--- src/rtl/qdr_b2_pkg.sv ---
// Shared constants and types for the burst-of-two SRAM.
// Assumes a word of two equal lanes, each with its own write enable.
package qdr_b2_pkg;
    localparam int WORD_W = 18;
    localparam int LANES  = 2;
    localparam int LANE_W = WORD_W / LANES;
    localparam int BURST  = 2;

    typedef logic [WORD_W-1:0] word_t;
    typedef logic [BURST-1:0][WORD_W-1:0] burst_t;
    typedef logic [BURST-1:0][LANES-1:0] burst_mask_t;
endpackage

--- src/rtl/qdr_b2_wcap.sv ---
// Write capture: holds the first word and its lane mask from the K slot,
// then presents the complete burst for commit in the following K# slot.
// Assumes kbar_slot is high exactly when the coming edge is a K# slot.
module qdr_b2_wcap
    import qdr_b2_pkg::*;
#(
    parameter int AW = 6
) (
    input  logic              clk,
    input  logic              rst_n,
    input  logic              kbar_slot,
    input  logic              wr_sel_n,
    input  logic [AW-1:0]     addr,
    input  logic [LANES-1:0]  bw_n,
    input  word_t             din,
    output logic              commit,
    output logic [AW-1:0]     commit_addr,
    output burst_t            commit_data,
    output burst_mask_t       commit_mask
);
    logic             pend_q;
    word_t            first_q;
    logic [LANES-1:0] first_en_q;

    // Capture the request, word A+0 and its lane enables in the K slot.
    always_ff @(posedge clk) begin
        if (!rst_n) begin
            pend_q     <= 1'b0;
            first_q    <= '0;
            first_en_q <= '0;
        end else if (!kbar_slot) begin
            pend_q     <= ~wr_sel_n;
            first_q    <= din;
            first_en_q <= ~bw_n;
        end
    end

    // Assemble the full burst from the held word and the K# slot inputs.
    always_comb begin
        commit         = pend_q & kbar_slot;
        commit_addr    = addr;
        commit_data[0] = first_q;
        commit_data[1] = din;
        commit_mask[0] = first_en_q;
        commit_mask[1] = ~bw_n;
    end
endmodule

--- src/rtl/qdr_b2_array.sv ---
// Storage: one bank per burst position, each split into lanes with
// separate write enables. Writes on the clock; reads are combinational.
// Assumes no reset of contents; unwritten locations read as unknown.
module qdr_b2_array
    import qdr_b2_pkg::*;
#(
    parameter int DEPTH = 64,
    parameter int AW    = 6
) (
    input  logic         clk,
    input  logic         we,
    input  logic [AW-1:0] waddr,
    input  burst_t       wdata,
    input  burst_mask_t  wlane,
    input  logic [AW-1:0] raddr,
    output burst_t       rdata
);
    for (genvar b = 0; b < BURST; b++) begin : g_bank
        for (genvar l = 0; l < LANES; l++) begin : g_lane
            logic [LANE_W-1:0] mem [DEPTH];

            // Store one lane of one burst word when its enable is set.
            always_ff @(posedge clk) begin
                if (we && wlane[b][l]) begin
                    mem[waddr] <= wdata[b][l*LANE_W +: LANE_W];
                end
            end

            assign rdata[b][l*LANE_W +: LANE_W] = mem[raddr];
        end
    end
endmodule

--- src/rtl/qdr_b2_rpipe.sv ---
// Read pipeline: latches the read location in a K slot, snapshots both
// words at the K# edge, then emits A+0 and A+1 on the next two edges.
// Assumes rdata is the combinational array read at raddr.
module qdr_b2_rpipe
    import qdr_b2_pkg::*;
#(
    parameter int AW = 6
) (
    input  logic          clk,
    input  logic          rst_n,
    input  logic          kbar_slot,
    input  logic          rd_sel_n,
    input  logic [AW-1:0] addr,
    input  burst_t        rdata,
    output logic [AW-1:0] raddr,
    output word_t         dout,
    output logic          dout_en
);
    logic   req_q;
    burst_t held_q;
    logic   held_v_q;
    logic   hi_due_q;

    // Capture a read request and its location in the K slot.
    always_ff @(posedge clk) begin
        if (!rst_n) begin
            req_q <= 1'b0;
            raddr <= '0;
        end else if (!kbar_slot) begin
            req_q <= ~rd_sel_n;
            if (!rd_sel_n) begin
                raddr <= addr;
            end
        end
    end

    // Snapshot both words at the K# edge, before that edge's write lands.
    always_ff @(posedge clk) begin
        if (!rst_n) begin
            held_v_q <= 1'b0;
            held_q   <= '0;
        end else if (kbar_slot) begin
            held_v_q <= req_q;
            held_q   <= rdata;
        end
    end

    // Drive word A+0 at the K edge and word A+1 at the following K# edge.
    always_ff @(posedge clk) begin
        if (!rst_n) begin
            dout     <= '0;
            dout_en  <= 1'b0;
            hi_due_q <= 1'b0;
        end else if (!kbar_slot) begin
            dout     <= held_v_q ? held_q[0] : '0;
            dout_en  <= held_v_q;
            hi_due_q <= held_v_q;
        end else begin
            dout     <= hi_due_q ? held_q[1] : '0;
            dout_en  <= hi_due_q;
        end
    end

    assert_idle_zero_R7: assert property (@(posedge clk) disable iff (!rst_n)
        !dout_en |-> dout == '0);
    assert_first_word_R3: assert property (@(posedge clk) disable iff (!rst_n)
        (!kbar_slot && !rd_sel_n) |=> ##2 dout_en);
    assert_second_word_R3: assert property (@(posedge clk) disable iff (!rst_n)
        (!kbar_slot && !rd_sel_n) |=> ##3 dout_en);
    assert_reset_quiet_R10: assert property (@(posedge clk)
        !rst_n |=> !dout_en);
endmodule

--- src/rtl/qdr_b2_sram.sv ---
// Top: burst-of-two SRAM with separate read and write ports on one
// shared address bus. Owns the K / K# slot tracker and joins the write
// capture, the read pipeline and the storage.
// Assumes the first edge with rst_n sampled high is a K slot.
module qdr_b2_sram
    import qdr_b2_pkg::*;
#(
    parameter int DEPTH = 64,
    localparam int AW   = (DEPTH > 1) ? $clog2(DEPTH) : 1
) (
    input  logic              clk,
    input  logic              rst_n,
    input  logic [AW-1:0]     addr,
    input  logic              rd_sel_n,
    input  logic              wr_sel_n,
    input  logic [LANES-1:0]  bw_n,
    input  logic [WORD_W-1:0] din,
    output logic [WORD_W-1:0] dout,
    output logic              dout_en
);
    logic          kbar_slot;
    logic          commit;
    logic [AW-1:0] commit_addr;
    burst_t        commit_data;
    burst_mask_t   commit_mask;
    logic [AW-1:0] raddr;
    burst_t        rdata;

    // Track which slot the coming edge is: 0 for K, 1 for K#.
    always_ff @(posedge clk) begin
        if (!rst_n) kbar_slot <= 1'b0;
        else        kbar_slot <= ~kbar_slot;
    end

    qdr_b2_wcap #(.AW(AW)) u_wcap (
        .clk         (clk),
        .rst_n       (rst_n),
        .kbar_slot   (kbar_slot),
        .wr_sel_n    (wr_sel_n),
        .addr        (addr),
        .bw_n        (bw_n),
        .din         (din),
        .commit      (commit),
        .commit_addr (commit_addr),
        .commit_data (commit_data),
        .commit_mask (commit_mask)
    );

    qdr_b2_array #(.DEPTH(DEPTH), .AW(AW)) u_array (
        .clk   (clk),
        .we    (commit),
        .waddr (commit_addr),
        .wdata (commit_data),
        .wlane (commit_mask),
        .raddr (raddr),
        .rdata (rdata)
    );

    qdr_b2_rpipe #(.AW(AW)) u_rpipe (
        .clk       (clk),
        .rst_n     (rst_n),
        .kbar_slot (kbar_slot),
        .rd_sel_n  (rd_sel_n),
        .addr      (addr),
        .rdata     (rdata),
        .raddr     (raddr),
        .dout      (dout),
        .dout_en   (dout_en)
    );

    assert_commit_follows_req_R4: assert property (@(posedge clk) disable iff (!rst_n)
        commit |-> ($past(!wr_sel_n) && !$past(kbar_slot)));
    assert_req_leads_commit_R4: assert property (@(posedge clk) disable iff (!rst_n)
        (!kbar_slot && !wr_sel_n) |=> commit);
    assert_slots_alternate_R1: assert property (@(posedge clk) disable iff (!rst_n)
        kbar_slot |=> !kbar_slot);
endmodule

--- config.mk ---
export PLATFORM = sky130hd
export DESIGN_NAME = qdr_b2_sram
export DESIGN_NICKNAME = d
export VERILOG_FILES = /design/src/rtl/qdr_b2_pkg.sv /design/src/rtl/qdr_b2_wcap.sv /design/src/rtl/qdr_b2_array.sv /design/src/rtl/qdr_b2_rpipe.sv /design/src/rtl/qdr_b2_sram.sv
export SDC_FILE = /design/constraint.sdc
export NUM_CORES = 2
export LEC_CHECK = 0
export ABC_AREA = 1
export BUFFER_PORTS_ARGS = -buffer_cell sky130_fd_sc_hd__buf_2
export CAP_MARGIN = 20
export CORE_MARGIN = 2
export CORE_UTILIZATION = 50
export CTS_BUF_LIST = sky130_fd_sc_hd__clkbuf_8
export DETAILED_ROUTE_END_ITERATION = 8
export PLACE_DENSITY = 0.65
export SLEW_MARGIN = 40
export SYNTH_ARGS = -nofsm -noshare
export SYNTH_HDL_FRONTEND = slang
export SYNTH_SLANG_ARGS = --single-unit
--- constraint.sdc ---
create_clock -name clk -period 6.3 [get_ports clk]
set_clock_uncertainty 0.05 [all_clocks]
set_input_delay 0.315 -clock clk [delete_from_list [all_inputs] [get_ports clk]]
set_output_delay 0.315 -clock clk [all_outputs]
set_load 0.02 [all_outputs]
# ---- Word-level counts from Yosys, hierarchy flattened
# Memories as Yosys holds them, arrays and structs flattened. A register that Yosys moved wholly into a read port is not among the register bits.
# Index checks and enable logic that the tools add are counted.
dict set report word_totals {
  ram_bits 2304
  regBits 49
  memories 4
  elab_cells 38
  out_inout_bits 19
}
dict set report classes {
  muxes 11
  reduce_logical 9
  n_bitwise 5
}
# memory words word_bits rd rd_ports_with_merged_regs write_ports line_no
set memory_table {}
lappend memory_table {{u_array.g_bank[0].g_lane[0].mem} 64 9 1 1 1 qdr_b2_array.sv:20} ;# logic [LANE_W-1:0] mem [DEPTH];
lappend memory_table {{u_array.g_bank[0].g_lane[1].mem} 64 9 1 1 1 qdr_b2_array.sv:20}
lappend memory_table {{u_array.g_bank[1].g_lane[0].mem} 64 9 1 1 1 qdr_b2_array.sv:20}
lappend memory_table {{u_array.g_bank[1].g_lane[1].mem} 64 9 1 1 1 qdr_b2_array.sv:20}
# cell count
set op_table {}
lappend op_table {{18-bit two-way mux} 3}
lappend op_table {{1-bit two-way mux} 8}
lappend op_table {{1-bit logical AND} 4}
lappend op_table {{1-bit zero test} 4}
lappend op_table {{1-bit inverter} 3}
lappend op_table {{2-bit inverter} 1}
lappend op_table {{2-bit AND reduction} 1}
lappend op_table {{1-bit AND} 1}

# ---- Logic depth before layout (Yosys ltp)
dict set report depth {
  depth_word 4
  mapped_depth 14
}

# ---- Cells and area by module
# From an unflattened synthesis, not the netlist that was laid out.
dict set report unflattened {
  cells_unflattened 8258
  area_unflattened_um2 96651.4
}
# mod n_inst cells_per_inst seq_area_each_um2 area_each_um2
set by_module_without_submodules {}
lappend by_module_without_submodules {qdr_b2_array 1 7847 69186.4 93320.8}
lappend by_module_without_submodules {qdr_b2_rpipe 1 288 1261.2 2280.9}
lappend by_module_without_submodules {qdr_b2_wcap 1 120 420.4 1019.7}
lappend by_module_without_submodules {qdr_b2_sram 1 3 20.0 30.0}

# ---- Worst setup path after synthesis
# OpenSTA, ideal clock, no wires.
dict set report synth_timing {
  kind {register to register}
  start {reg kbar_slot}
  end {mem u_array.g_bank[1].g_lane[1].mem[31][0] in the netlist's numbering (enable)}
  setup_time_ps 374
  setup_slack_ps 4252
  n_path_buf 3
  stages_incl_launch_ff 7
  synth_period_minus_slack_ps 2048
  t_arrival_ps 1623
  required_time_ps 5876
  path_cell_list {dfxtp_1 -> buf_2 -> nand2_1 -> or2_2 -> clkbuf_1 -> buf_1 -> nor2_1}
}
dict set report synth_between {
  elab_chain_cells 4
}
# element line_no
set synth_rtl {}
lappend synth_rtl {{start, declared} qdr_b2_sram.sv:21} ;# logic kbar_slot;
lappend synth_rtl {{start signal, assigned} qdr_b2_sram.sv:32} ;# else kbar_slot <= ~kbar_slot;
lappend synth_rtl {{1-bit AND} qdr_b2_wcap.sv:40} ;# commit = pend_q & kbar_slot;
lappend synth_rtl {{1-bit logical AND} qdr_b2_array.sv:24} ;# if (we && wlane[b][l]) begin
lappend synth_rtl {{1-bit two-way mux} qdr_b2_array.sv:24}
lappend synth_rtl {{1-bit two-way mux (implied by the code)} qdr_b2_array.sv:25} ;# mem[waddr] <= wdata[b][l*LANE_W +: LANE_W];
lappend synth_rtl {{end, declared} qdr_b2_array.sv:20}
# No other way between the ends.

==> results.json <==
{
  "dpl.hpwl_mm": 152,
  "setup_tns_ns": 0,
  "postRouteAntennaNets": 0,
  "cts_buffer_depth": 4,
  "wl_per_cell_um": 25.6,
  "die_w_um": 442,
  "portBuffers": 48,
  "startpoint_type": "flip-flop",
  "clkTransAtPathRegs_ns": 0.06,
  "cap_violations": 0,
  "power.density_nw_per_um2": 303,
  "maxSlewViolCount": 0,
  "numCtsBuffers": 387,
  "io_pins": 49,
  "slew_headroom_pct": 30.2,
  "path_max_fanout": 110,
  "cts_tree": "yes",
  "cts_resized": 0,
  "ys_types": 18,
  "synthCells": 8217,
  "clk-insertion-delay-late_ns": 1.07,
  "start_util_pct": 50.4,
  "finalHoldViolCount": 0,
  "syn2layout_area_growth_pct": 10.4,
  "hold_class": "input pin to flip-flop",
  "root_buffer": "clkbuf_8",
  "clock_sinks": 2389,
  "synth-seq-cells": 2389,
  "seqCellArea_um2": 70900,
  "async_reset_ff_share_pct": 0,
  "setup_viol": 0,
  "synth_top_area_share_pct": 72.1,
  "routed_wirelength_mm": 282,
  "fillers": 15700,
  "ys_seq_area_share_pct": 73.8,
  "nNetsFinal": 8282,
  "crit_arrival_ns": 4.48,
  "rsz0062_at_grt": "false",
  "crit_family": "buffers and inverters",
  "vias": 65100,
  "drtPass1Iterations": 6,
  "drtIter0Drc": 8978,
  "synth_top_cell_by_area": "edfxtp_1",
  "drive_gt1_share_pct": 10.4,
  "total_power_mw": 32.1,
  "die-area_um2": 196000,
  "grt_pass1_wl_mm": 410,
  "criticalPathCategory": "flip-flop to flip-flop",
  "peakVddDrop_uv": 211,
  "yosysMostFrequentCell": "nand2_1",
  "multi_input_area_um2": 23200,
  "cpMostUsedCell": "nand3_1",
  "htreeDepth": 5,
  "yosys_warnings": 0,
  "synth_fp_nets": 8247,
  "cpPeakStageDelay_ns": 0.72,
  "crit_path_cell_trace": "buf_4 -> buf_12 -> buf_16 -> nand2_1 -> nand3_1 -> nand3_1 -> nand3_1 -> nand3_1 -> nand2_1 -> nand2_1 -> nand3_1 -> nand2_1 -> inv_1",
  "end_kind": "flip-flop",
  "core_area_um2": 190000,
  "worstMarginPinSlew_ns": 1.04,
  "antenna_found_initial": 19,
  "crit_buf_inv": 4,
  "num_rows": 160,
  "slowest_stage": "buf_4",
  "fin_crit_ns": 3.52,
  "synth_commonest_cells": "nand2_1, edfxtp_1, nand3_1, nor2_1, buf_2",
  "holdBufCountCts": 41,
  "grt_pass1_vias": 61100,
  "grtUsageTotal_pct": 28.3,
  "grt-ovfl-total": 0,
  "die_height_um": 442,
  "drc_errors": 0,
  "worst_ep_required_time_ns": 7.26,
  "max_freq_ghz": 0.284,
  "synth_top_flop_cell": "edfxtp_1",
  "avgSynthCellArea_um2": 11.7,
  "via_per_inst": 5.90,
  "synth_area_leaders": "edfxtp_1, nand3_1, nand2_1, dfxtp_1, nor2_1",
  "grt_start_max_net_pins": 194,
  "status": "completed",
  "synth-edff-count": 2304,
  "finalCritPeriodShare_pct": 55.8,
  "cts_setup_buffers": 0,
  "synth.cell_area_um2": 96000,
  "gp_congestion": 0.862,
  "leakagePower_nw": 37.4
}
-- layer usage --
metal / part of all wire [%] / track usage (%) / vias to the layer above
li1: - / - / 29100
met1: 39 / 39.2 / 31700
met2: 45 / 42.4 / 3706
met3: 11 / 7.07 / 650
met4: 4.5 / 12.6 / 8
met5: 0.016 / 0 / -
-- final timing paths --
path	start	end	slack, ns	depth (start not counted)
max	u_rpipe.raddr[0]	u_rpipe.held_q[13]	2.78	13
min reg2reg	u_rpipe.held_q[13]	u_rpipe.dout[13]	0.43	2
max reg2reg	u_rpipe.raddr[0]	u_rpipe.held_q[13]	2.78	13
min	rd_sel_n	u_rpipe.req_q	0.19	5
-- flip-flops by register name, indices dropped and copies added, names as in the netlist --
name and count:
u_wcap.first_q 18, u_rpipe.held_q 36, u_rpipe.dout 18, u_rpipe.dout_en 1, u_array.g_bank.g_lane.mem 2304, u_wcap.first_en_q 2, u_rpipe.held_v_q 1, u_wcap.pend_q 1
u_rpipe.req_q 1, kbar_slot 1, u_rpipe.raddr 6
-- layout by cell type (no fill, tap or decap) --
| cell type | count |
|---|---|
| clkinv_1 | 58 |
| a21oi_1 | 27 |
| nand2_1 | 2568 |
| clkinv_2 | 10 |
| buf_16 | 5 |
| buf_6 | 17 |
| o21ai_0 | 26 |
| dfxtp_2 | 19 |
| dlygate4sd3_1 | 41 |
| inv_4 | 1 |
| diode_2 | 7 |
| dfxtp_4 | 6 |
| nor2_1 | 129 |
| inv_6 | 2 |
| buf_2 | 48 |
| buf_12 | 20 |
| nand3_1 | 2198 |
| dfxtp_1 | 60 |
| nor2_4 | 4 |
| edfxtp_1 | 2304 |
| nor3_1 | 1 |
| clkbuf_8 | 406 |
| nor2_2 | 233 |
| bufinv_16 | 2 |
| nor3_2 | 15 |
| clkinvlp_4 | 6 |
| inv_1 | 217 |
| nand2_2 | 22 |
| inv_2 | 1 |
| or2_2 | 2 |
| o22ai_1 | 1 |
| buf_4 | 58 |
| inv_12 | 3 |
| buf_8 | 2 |
-- worst min-delay path: stages --
cell,delay (ns)
dlygate4sd3_1,0.52
buf_2,0.16
nor2_2,0.12
inv_1,0.07
a21oi_1,0.05
-- stage by stage --
stage          instance area [µm²]  utilization, %  hold WS, ns  setup WS [ns]  cells
5_1_grt                     106000            55.7        0.201           2.61  11000
3_3_place_gp                 97900            51.4        0.403           2.75  10300
4_1_cts                     106000            55.4        0.206           2.70  11000
3_5_place_dp                 98500            51.8        0.417           2.73  10300
6_report                    106000            55.7        0.185           2.78  11000
2_1_floorplan                96000               -        0.364           4.25   8217
-- cells by family after synthesis --
kind of cell | count (synthesis) | synth area share [%]
AO/OA/AOI/OAI | 54 | 0.283
buffers and inverters | 602 | 2.78
AND/OR/NAND/NOR | 5172 | 23.1
flip-flops | 2389 | 73.8
-- where the power goes --
part | total, mW | switching (mW) | internal [mW]
clock | 11.8 | 5.91 | 5.93
sequential | 17.6 | 0.111 | 17.5
combinational | 2.61 | 1.97 | 0.633
total | 32.1 | 7.99 | 24.1
-- final cells by class --
cell class	count	share of cell area, %
antenna	7	0.0165
sequential	2389	66.9
tap	2511	2.96
clock buffer	404	5.25
multi-input combinational	5226	21.9
clock inverter	245	0.955
inverter	55	0.237
timing repair buffer	193	1.77
Power figures use the tool's default switching activity.
